===== config.mk =====
export PLATFORM = sky130hd
export DESIGN_NAME = clkdat_autoswap
export DESIGN_NICKNAME = d
export VERILOG_FILES = /design/src/rtl/swap_pkg.sv /design/src/rtl/line_sync.sv /design/src/rtl/edge_stats.sv /design/src/rtl/swap_mux.sv /design/src/rtl/clkdat_autoswap.sv
export SDC_FILE = /design/constraint.sdc
export NUM_CORES = 1
export LEC_CHECK = 0
export ABC_AREA = 1
export BUFFER_PORTS_ARGS = -buffer_cell sky130_fd_sc_hd__buf_2
export CORE_ASPECT_RATIO = 1.25
export CORE_UTILIZATION = 60
export DETAILED_ROUTE_END_ITERATION = 8
export PLACE_DENSITY = 0.77
export SETUP_SLACK_MARGIN = 0.4
export SLEW_MARGIN = 20
export SYNTH_ARGS = -nofsm -noshare
export SYNTH_HDL_FRONTEND = slang
export SYNTH_SLANG_ARGS = --single-unit

===== constraint.sdc =====
create_clock -name clk -period 3.9 [get_ports clk]
set_input_delay 0.195 -clock clk [delete_from_list [all_inputs] [get_ports clk]]
set_output_delay 0.195 -clock clk [all_outputs]
set_load 0.02 [all_outputs]

===== src/rtl/swap_pkg.sv =====
package swap_pkg;

    localparam int CNT_W = 16;

    typedef logic [CNT_W-1:0] cnt_t;

    // one bit per bus pin; a is the upper bit
    typedef struct packed {
        logic a;
        logic b;
    } lines_t;

    typedef enum logic {
        PH_WATCH  = 1'b0,
        PH_FROZEN = 1'b1
    } phase_t;

    function automatic cnt_t count_gap(cnt_t x, cnt_t y);
        return (x > y) ? (x - y) : (y - x);
    endfunction

endpackage


===== src/rtl/line_sync.sv =====
module line_sync
    import swap_pkg::*;
(
    input  logic   clk,
    input  logic   rst,
    input  lines_t raw,
    output lines_t edge_hit
);
    localparam int NLINES = 2;
    localparam int DEPTH  = 3;

    logic [NLINES-1:0] raw_v;
    logic [NLINES-1:0] hit_v;

    assign raw_v    = raw;
    assign edge_hit = lines_t'(hit_v);

    for (genvar g = 0; g < NLINES; g++) begin : g_line
        logic [DEPTH-1:0] shreg;
        always_ff @(posedge clk) begin
            if (rst) begin
                shreg <= '1;
            end else begin
                shreg <= {shreg[DEPTH-2:0], raw_v[g]};
            end
        end
        // stages 0..1 synchronize, stage 2 holds the previous settled value
        assign hit_v[g] = shreg[DEPTH-1] ^ shreg[DEPTH-2];
    end
endmodule


===== src/rtl/edge_stats.sv =====
module edge_stats
    import swap_pkg::*;
#(
    parameter int THRESH     = 64,
    parameter int MARGIN     = THRESH / 8,
    parameter int IDLE_LIMIT = 200
) (
    input  logic   clk,
    input  logic   rst,
    input  lines_t edge_hit,
    output logic   locked,
    output logic   sel_a
);
    localparam int   IDLE_W   = $clog2(IDLE_LIMIT + 1);
    localparam cnt_t THRESH_C = cnt_t'(THRESH);
    localparam cnt_t MARGIN_C = cnt_t'(MARGIN);

    phase_t            phase;
    cnt_t              cnt_a, cnt_b;
    logic [IDLE_W-1:0] idle_cnt;
    logic              window_end;
    logic              gap_ok;
    logic              any_hit;

    assign window_end = (cnt_a >= THRESH_C) || (cnt_b >= THRESH_C);
    assign gap_ok     = count_gap(cnt_a, cnt_b) >= MARGIN_C;
    assign any_hit    = edge_hit.a || edge_hit.b;

    always_ff @(posedge clk) begin
        if (rst) begin
            phase    <= PH_WATCH;
            sel_a    <= 1'b0;
            cnt_a    <= '0;
            cnt_b    <= '0;
            idle_cnt <= '0;
        end else if (phase == PH_WATCH) begin
            if (window_end) begin
                if (gap_ok) begin
                    phase <= PH_FROZEN;
                    sel_a <= (cnt_a > cnt_b);
                end
                cnt_a    <= '0;
                cnt_b    <= '0;
                idle_cnt <= '0;
            end else if (any_hit) begin
                cnt_a    <= cnt_a + cnt_t'(edge_hit.a);
                cnt_b    <= cnt_b + cnt_t'(edge_hit.b);
                idle_cnt <= '0;
            end else if (idle_cnt == IDLE_W'(IDLE_LIMIT - 1)) begin
                cnt_a    <= '0;
                cnt_b    <= '0;
                idle_cnt <= '0;
            end else begin
                idle_cnt <= idle_cnt + 1'b1;
            end
        end
    end

    assign locked = (phase == PH_FROZEN);
endmodule


===== src/rtl/swap_mux.sv =====
module swap_mux
    import swap_pkg::*;
(
    input  lines_t raw,
    input  logic   locked,
    input  logic   sel_a,
    output logic   clk_out,
    output logic   dat_out
);
    always_comb begin
        if (!locked) begin
            clk_out = 1'b1;
            dat_out = 1'b1;
        end else if (sel_a) begin
            clk_out = raw.a;
            dat_out = raw.b;
        end else begin
            clk_out = raw.b;
            dat_out = raw.a;
        end
    end
endmodule


===== src/rtl/clkdat_autoswap.sv =====
module clkdat_autoswap
    import swap_pkg::*;
#(
    parameter int THRESH     = 64,
    parameter int MARGIN     = THRESH / 8,
    parameter int IDLE_LIMIT = 200
) (
    input  logic clk,
    input  logic rst,
    input  logic line_a,
    input  logic line_b,
    output logic clk_out,
    output logic dat_out,
    output logic locked,
    output logic sel_a_is_clk
);
    lines_t raw;
    lines_t edge_hit;

    assign raw = '{a: line_a, b: line_b};

    line_sync u_sync (
        .clk      (clk),
        .rst      (rst),
        .raw      (raw),
        .edge_hit (edge_hit)
    );

    edge_stats #(
        .THRESH     (THRESH),
        .MARGIN     (MARGIN),
        .IDLE_LIMIT (IDLE_LIMIT)
    ) u_stats (
        .clk      (clk),
        .rst      (rst),
        .edge_hit (edge_hit),
        .locked   (locked),
        .sel_a    (sel_a_is_clk)
    );

    swap_mux u_mux (
        .raw     (raw),
        .locked  (locked),
        .sel_a   (sel_a_is_clk),
        .clk_out (clk_out),
        .dat_out (dat_out)
    );
endmodule


==> impl_metrics.toml <==
[cells_and_area]
areaGrowthSynthToFinish_pct = 5.62
most-common-layout-cells = "228 x nand2_1, 124 x inv_1, 48 x dfxtp_1"
mostFrequentLayoutCell = "nand2_1"
n_fill_cell = 619
num-nets-final = 719
diodes = 0
drive_gt1_share_pct = 13.3
multi_input_area_sq_um = 2680
seq_area_sq_um = 961
postLayoutCoreUtil_pct = 66.5

[placed_design]
place_congestion = 0.893
port_buffers = 7
dpl.hpwl_mm = 7.93

[synthesis]
synth_cells = 672
synth_fa_ha_area_share_pct = 11.6
syn_nets = 714
synth-simple-area-share_pct = 43.3
avgSynthCellArea_sq_um = 6.27
syn-cell-area_sq_um = 4210
synth_top_family_by_area = "simple AND/OR/NAND/NOR gates"
synth_seq_cells = 48
synthMuxAreaShare_pct = 0
yosys.cell_types.count = 39
synth_warnings = 0
seq_area_frac_synth_pct = 22.8
synth_compound_area_share_pct = 7.01
synthXorXnorAreaFrac_pct = 1.66

[worst_setup_path]
critPathRequiredTime_ns = 4.12
crit_path_end_kind = "flip-flop"
r2r-start = "u_stats.cnt_b[0]$_SDFFE_PP0P_"
crit_fanout = 3
critPathKind = "reg2reg"
ff2ff_path_depth = 18
cp.arrival_ns = 2.76
startpoint = "u_stats.cnt_b[0]$_SDFFE_PP0P_"
startpoint_type = "flip-flop"

[min_path]
worstHoldPathCells = 3
min_from = "line_a"
hold_class = "in2reg"

[sta]
max_clock_freq_mhz = 394
holdWs_ns = 0.0717
fin_setup_tns_ns = 0
rsz0062_at_grt = "no"
hold_viol = 0
finalSetupViolCount = 0
layout_min_cycle_time_ns = 2.54
fin_skew_ns = 0.00994
slew_headroom_pct = 58.7
post-route-period-util_pct = 65.0
final_max_slew_viol_count = 0
worst_pin_slew_ns = 0.620

[pwr]
p_leak_nw = 2.29
vdd_drop_max_mv = 0.216
seqPwrFrac_pct = 44.9
p_switching_mw = 0.308
p_int_mw = 0.808
finalPower_mw = 1.12
power_frac_comb_pct = 15.1
p_per_area_nw_per_um2 = 251
clkPwrFrac_pct = 40.1
sw_frac_of_total_pct = 27.6

[clocking]
cts_buffers = 5
clock_latency_ns = 0.32
cts-root-buf = "clkbuf_8"
cts_setup_buffers = 0
cts_buffer_depth = 2
clk_pin_slew_worst_paths_ns = 0.10
hold_buffers = 0
h-tree-depth = 2
cts_tree = "done"
ctsResizeCount = 0
clock-sinks = 48

[floorplan]
die_width_microns = 76.9
initial_core_util_pct = 63.0
die_area_sq_um = 7360
chipHeight_microns = 95.7
core_area_sq_um = 6690
rows = 33
ioPinCount = 8

[grt]
grt_pass1_vias = 3764
grt_pass1_wl_mm = 16.6
grtUsageTotal_pct = 28.5
grt.overflow.total = 0
antenna_found_initial = 0
grt_max_degree = 26

[drt]
drt_wl_total_mm = 9.84
dr.pass1.iters = 5
vias = 4028
wl_per_cell_microns = 12.9
drc = 0
antenna_left = 0
vias_per_cell = 5.27
drt_iter0_drc = 206

[outcome]
outcome = "finished clean"

[flow_run]
cap_violations = 0
==> final timing paths <==
check	slack, ns	end
setup / recovery	1.36	u_stats.sel_a$_SDFFE_PP0P_
hold / removal	0.07	u_sync.g_line[1].shreg[0]$_SDFF_PP1_
setup reg to reg	1.36	u_stats.sel_a$_SDFFE_PP0P_
hold reg to reg	0.42	u_sync.g_line[1].shreg[1]$_SDFF_PP1_
==> flip-flops by register name, indices dropped and copies added, names as in the netlist <==
name / cells
u_stats.idle_cnt: 8
u_stats.sel_a: 1
u_sync.g_line.shreg: 6
u_stats.cnt_b: 16
u_stats.cnt_a: 16
u_stats.locked: 1
==> worst max-delay path, cell delays in order, from the launching register on <==
cell	delay (ns)
dfxtp_1	0.38
inv_1	0.08
ha_1	0.23
fa_1	0.40
inv_1	0.12
nand3_1	0.08
nand3_1	0.16
xor2_1	0.16
nand2_1	0.06
nor2_1	0.11
nand2_1	0.09
nand2_1	0.06
nand2_1	0.05
nor2_2	0.09
nand4_2	0.12
nand3_1	0.10
nand2_1	0.06
clkinv_1	0.05
nor2_2	0.03
==> per-layer routing <==
layer / vias up / wire (microns) / global-route usage [%]
li1: 2082 / - / -
met1: 1817 / 4530 / 36.3
met2: 107 / 4590 / 49.7
met3: 22 / 490 / 2.49
met4: 0 / 232 / 11.5
met5: - / 0 / 0
==> layout make-up <==
type / instances / share of cell area [%]
Multi-Input combinational cell: 476 / 60.3
Clock buffer: 5 / 1.55
Sequential cell: 48 / 21.6
Clock inverter: 3 / 1.55
Inverter: 139 / 11.8
Tap cell: 87 / 2.45
Timing Repair Buffer: 7 / 0.788
==> stage by stage <==
step	area, sq um	instances	setup WS (ns)
2_1_floorplan	4210	672	1.71
4_1_cts	4450	765	1.39
3_5_place_dp	4310	757	1.42
3_3_place_gp	4310	757	1.46
6_report	4450	765	1.36
5_1_grt	4450	765	1.14
==> cells by family after synthesis <==
kind of cell	Yosys count
flops	48
fa+ha+maj	38
xor+xnor	8
compound gates	47
simple gates	383
buf+inv	148
==> Yosys cell counts, drive strengths merged <==
cell	count	share of area (%)
nand2	242	23
inv	135	12
dfxtp	48	23
nand3	44	5.2
nor2	39	4.2
ha	36	11
nor3	31	6.7
a21oi	29	4.0
nand4	17	2.8
o21ai	10	1.5
buf	8	0.98
xor2	6	1.2
clkinv	4	0.42
o22ai	4	0.59
or2	4	0.59
nor3b	3	0.77
a31oi	2	0.30
and2	2	0.30
fa	2	0.95
xnor2	2	0.42
a211oi	1	0.30
clkbuf	1	0.089
nor4	1	0.15
o41ai	1	0.39
==> power groups by stage <==
stage / Clock [mW] / Sequential [mW] / Combinational [mW]
after floorplan: 0 / 0.511 / 0.133
after global placement: 0 / 0.512 / 0.160
after detailed placement: 0 / 0.512 / 0.166
after CTS: 0.454 / 0.501 / 0.167
after global routing: 0.467 / 0.502 / 0.187
final: 0.447 / 0.501 / 0.168
No activity file was read; power rests on OpenSTA's default activity.
